File: src/rtl/bus_xfer_datapath.sv
module bus_xfer_datapath #(
  parameter int DW   = 32,
  parameter int NREG = 32,
  parameter int OPW  = 5,
  parameter int AW   = $clog2(NREG)
) (
  input  logic           clk,
  input  logic           rst_n,
  input  logic           start,
  input  logic [OPW-1:0] op,
  input  logic [AW-1:0]  ra,
  input  logic [AW-1:0]  rb,
  input  logic [AW-1:0]  rc,
  input  logic [AW-1:0]  rd_addr,
  output logic           done,
  output logic [DW-1:0]  rd_data
);
  localparam logic [OPW-1:0] OP_ADD = OPW'(12);
  localparam logic [OPW-1:0] OP_SUB = OPW'(13);
  localparam logic [OPW-1:0] OP_AND = OPW'(14);
  localparam logic [OPW-1:0] OP_OR  = OPW'(15);
  localparam logic [OPW-1:0] OP_NEG = OPW'(16);
  localparam logic [OPW-1:0] OP_NOT = OPW'(17);

  typedef enum logic [4:0] {
    ST_IDLE = 5'b00001,
    ST_GRC  = 5'b00010,
    ST_GRB  = 5'b00100,
    ST_GZ   = 5'b01000,
    ST_FIN  = 5'b10000
  } step_t;

  step_t state, state_nx;

  logic [OPW-1:0] op_q;
  logic [AW-1:0]  ra_q, rb_q, rc_q;
  logic [DW-1:0]  regs [NREG];
  logic [DW-1:0]  y_q, z_q, bus, alu;
  logic           gate_rc, gate_rb, gate_z, idle;

  assign idle    = (state == ST_IDLE);
  assign gate_rc = (state == ST_GRC);
  assign gate_rb = (state == ST_GRB);
  assign gate_z  = (state == ST_GZ);
  assign done    = (state == ST_FIN);

  assign bus = gate_rc ? regs[rc_q] :
               gate_rb ? regs[rb_q] :
               gate_z  ? z_q        : '0;

  always_comb begin
    unique case (state)
      ST_IDLE: state_nx = start ? ST_GRC : ST_IDLE;
      ST_GRC:  state_nx = ST_GRB;
      ST_GRB:  state_nx = ST_GZ;
      ST_GZ:   state_nx = ST_FIN;
      default: state_nx = ST_IDLE;
    endcase
  end

  always_comb begin
    case (op_q)
      OP_ADD:  alu = bus + y_q;
      OP_SUB:  alu = bus - y_q;
      OP_AND:  alu = bus & y_q;
      OP_OR:   alu = bus | y_q;
      OP_NEG:  alu = -y_q;
      OP_NOT:  alu = ~y_q;
      default: alu = bus;
    endcase
  end

  always_ff @(posedge clk) begin
    if (!rst_n) begin
      state <= ST_IDLE;
      op_q  <= '0;
      ra_q  <= '0;
      rb_q  <= '0;
      rc_q  <= '0;
      y_q   <= '0;
      z_q   <= '0;
    end else begin
      state <= state_nx;
      if (idle && start) begin
        op_q <= op;
        ra_q <= ra;
        rb_q <= rb;
        rc_q <= rc;
      end
      if (gate_rc) y_q <= bus;
      if (gate_rb) z_q <= alu;
    end
  end

  always_ff @(posedge clk) begin
    if (!rst_n) begin
      for (int i = 0; i < NREG; i++) regs[i] <= '0;
    end else if (gate_z) begin
      regs[ra_q] <= bus;
    end
  end

  assign rd_data = regs[rd_addr];
endmodule

File: config.mk
export PLATFORM = sky130hd
export DESIGN_NAME = bus_xfer_datapath
export DESIGN_NICKNAME = d
export VERILOG_FILES = /design/src/rtl/bus_xfer_datapath.sv
export SDC_FILE = /design/constraint.sdc
export NUM_CORES = 2
export LEC_CHECK = 0
export BUFFER_PORTS_ARGS = -buffer_cell sky130_fd_sc_hd__buf_2
export CORE_MARGIN = 5
export CORE_UTILIZATION = 50
export CTS_CLUSTER_SIZE = 40
export DETAILED_ROUTE_END_ITERATION = 10
export HOLD_SLACK_MARGIN = 0.06
export PLACE_DENSITY = 0.64
export RECOVER_POWER = 100
export SKIP_CTS_REPAIR_TIMING = 1
export SLEW_MARGIN = 40
export SYNTH_ARGS = -nofsm -noshare
export SYNTH_HDL_FRONTEND = slang
export SYNTH_SLANG_ARGS = --single-unit
File: constraint.sdc
create_clock -name clk -period 6.4 [get_ports clk]
set_input_delay 1.28 -clock clk [delete_from_list [all_inputs] [get_ports clk]]
set_output_delay 1.28 -clock clk [all_outputs]
set_load 0.005 [all_outputs]
==> key figures <==
Synth
  • Synth Area in XOR/XNOR: 0.641%
  • Adder-Cell Fraction of Synth Area: 1.95%
  • Sequential fraction of the synthesis area: 48.0%
  • Mux cell area share after synthesis: 32.7%
  • Yosys warns: 0
  • Compound-cell area share of the yosys netlist: 4.51%
  • Largest family of logic cells by synthesized area: multiplexers
  • Post-synth ARST share: 0%
  • Post-synthesis simple-gate area fraction: 8.78%
  • Avg Inst Size Synth: 14.1 sq um
  • Top cells by area, synth: edfxtp_1 45%, mux4_2 32%, nor2_1 6.5%, dfxtp_1 2.9%, ha_1 1.9%
  • Mapped Nets: 4977
  • Synth unique cells: 75
  • Cell taking the most area after synthesis: edfxtp_1
  • Most instantiated cells after synthesis: 1172 x nor2_1, 1024 x edfxtp_1, 956 x mux4_2, 287 x clkbuf_1, 246 x nand2_1
  • Cell Area, Synth: 68200 sq um
  • Predominant post-synthesis flop cell: edfxtp_1
  • Post-synthesis register bit count: 1123
  • Yosys top cell area share: 45.1%
  • Top-count cell post-synth: nor2_1
  • Post-synth EDFFs: 1024
  • Gate count after technology mapping: 4844

Timing
  • Crit share post-route: 101%
  • Final Setup Violations: 36
  • Fmax: 154 MHz
  • RSZ-0062 raised after global routing: false
  • Worst-margin pin slew: 3300 ps
  • Post-route worst setup slack: -95.6 ps
  • Hold Fails Final Rpt: 0
  • Clk_skew: 27.5 ps
  • Relative slew slack: -120%
  • Tmin final: 6500 ps
  • Max-slew violations: 1397

Routing
  • DRT antenna net count: 0
  • Initial DRC count: 8980
  • Post-DR wirelength/cell: 40.5 microns
  • DR vias/cell: 7.52
  • Residual DRC count: 0
  • Final WL: 269 mm
  • Vias: 49.9k
  • DR pass1 iterations: 6

Die
  • Core footprint: 135000 sq um
  • Die area: 144000 sq um
  • Initial core utilization: 50.3%
  • Die height: 379 microns
  • Row count: 135
  • IO Count: 61
  • Die W: 379 microns

Power and ir drop
  • Part of the power in registers: 46.2%
  • P_sw: 4.83 mW
  • Gate power share: 14.8%
  • P per Cell Area: 244 nW/um^2
  • Tot Pwr: 18.3 mW
  • Switching share of power: 26.4%
  • Clock power frac: 39.0%
  • Leakage: 24.4 nW
  • Internal power: 13.5 mW
  • Max rail drop VDD: 0.307 mV

Worst setup path
  • Worst Path Required: 6790 ps
  • CP Capture Type: flip-flop
  • CP max FO: 22
  • Critical path class: reg2reg
  • CP Launch Type: flip-flop
  • Critical path arrival: 6880 ps

GRT
  • Initial antenna violation count: 11
  • Vias in the first global route: 48.3k
  • Largest net degree at the start of global routing: 75
  • First-pass GRT wire length: 372 mm
  • Global Route Usage Sum: 37.5%
  • Total gr overflow: 0

Flow run
  • Max Cap Viol: 56

Clock network
  • Root buffer cell: clkbuf_16
  • CTS buffer count: 118
  • CTS tree: built
  • H-tree Lvls: 3
  • Worst-Skew Late Latency: 760 ps
  • Clock sink count: 1123
  • Clk pin slew, worst setup/hold paths: 60 ps
  • Longest Clk Path Bufs: 3

Placement
  • Routability cong.: 0.981
  • DPL Wire Length: 151 mm
  • Dpl cells: 6411
  • I/O Buffers: 60

Cells and area
  • Fin cells: 6638
  • P&R area growth vs syn: 9.92%
  • Final Util: 55.3%
  • Fraction of layout cells with a size suffix above 1: 30.6%
  • Nets: 4883

Worst hold path
  • Hold crit path type: reg2reg

Status
  • Status: finished, violations left
  • Failing checks: max-capacitance violations, max-slew violations, negative setup slack
==> logic make-up after synthesis <==
kind of cell	count (synthesis)
DFF	1123
AOI/OAI and AO/OA	438
adders and majority gates	105
muxes	1027
and+or+nand+nor	1527
buffers and inverters	575
xor gates and xnor gates	49
==> layer usage <==
metal | up-vias | global-route usage, % | part of all wire [%]
met5 | - | 1.27 | 0.16
met4 | 24 | 22.2 | 7.6
met3 | 1078 | 13.1 | 17
met2 | 4729 | 54.7 | 43
met1 | 25300 | 48.7 | 33
li1 | 18800 | - | -
==> layout make-up <==
class | count | area [sq um]
Fill cell | 11000 | 60600
Multi-Input combinational cell | 3146 | 33600
Sequential cell | 1123 | 32800
Clock buffer | 148 | 3150
Tap cell | 1781 | 2230
Timing Repair Buffer | 278 | 2110
Clock inverter | 75 | 754
Inverter | 83 | 319
Antenna cell | 4 | 10.0
==> power groups by stage <==
stage               Combinational [mW]  Clock, mW  Sequential (mW)
floorplan                         1.78          0             8.48
global placement                  2.67          0             8.58
detailed placement                2.69          0             8.60
CTS                               2.70       7.14             8.44
global route                      2.78       7.45             8.48
finish                            2.71       7.14             8.46
==> worst paths after layout <==
kind | from | endpoint | slack (ps) | cells after the start
max | state[4] | regs[1][7] | -100 | 8
min | rb_q[0] | flip-flop | 450 | 2
max reg2reg | state[4] | regs[1][7] | -100 | 8
min reg2reg | rb_q[0] | flip-flop | 450 | 2
==> metrics by stage <==
| stage | setup TNS [ps] | setup WS, ps | hold WS [ps] | cell area, sq um |
|---|---|---|---|---|
| final | -2480 | -95.6 | 448 | 74900 |
| after global routing | 0 | 45.5 | 482 | 74900 |
| after floorplan | 0 | 633 | 436 | 68200 |
| after CTS | 0 | 436 | 454 | 75600 |
| after detailed placement | 0 | 456 | 443 | 71700 |
| after global placement | 0 | 509 | 436 | 71500 |
==> cells in the final DEF, fill, tap and decap left out, drive strengths merged, types with 4 or more instances in the layout <==
cell type     n
nor2b         8
clkinvlp      9
nand4         4
a21o         30
bufinv       14
buf         183
mux2         33
a31oi         6
ha          103
o211ai       10
nand2b        8
a2111oi       4
xor2         20
o21bai       10
or2           4
nor3b        10
nor3         25
diode         4
mux2i        38
and3          6
nand2       246
a221oi       43
nor2       1172
clkbuf      243
o21a          8
edfxtp     1024
clkinv       47
or3           8
a22o         14
o21ai        68
mux4        956
o31a          8
nand3        22
o221ai       25
inv          88
xnor2        29
dfxtp        99
a211oi       17
a21oi       154
o31ai         7
==> worst max-delay path: stages, from the launching register on <==
cell and delay, ps:
dfxtp_1 350, or3_1 430, nor3b_1 1350, buf_12 400
and3_1 430, nand2_2 80, clkbuf_1 730, nand2_1 1660
buf_4 590
==> state kept, by name, indices dropped and copies added, names as in the netlist, named ones only <==
register and count:
rc_q 5, op_q 5, ra_q 5, z_q 32
state 5, regs 1024, y_q 32, rb_q 5
Note: power is estimated with default switching activity, not from simulation.
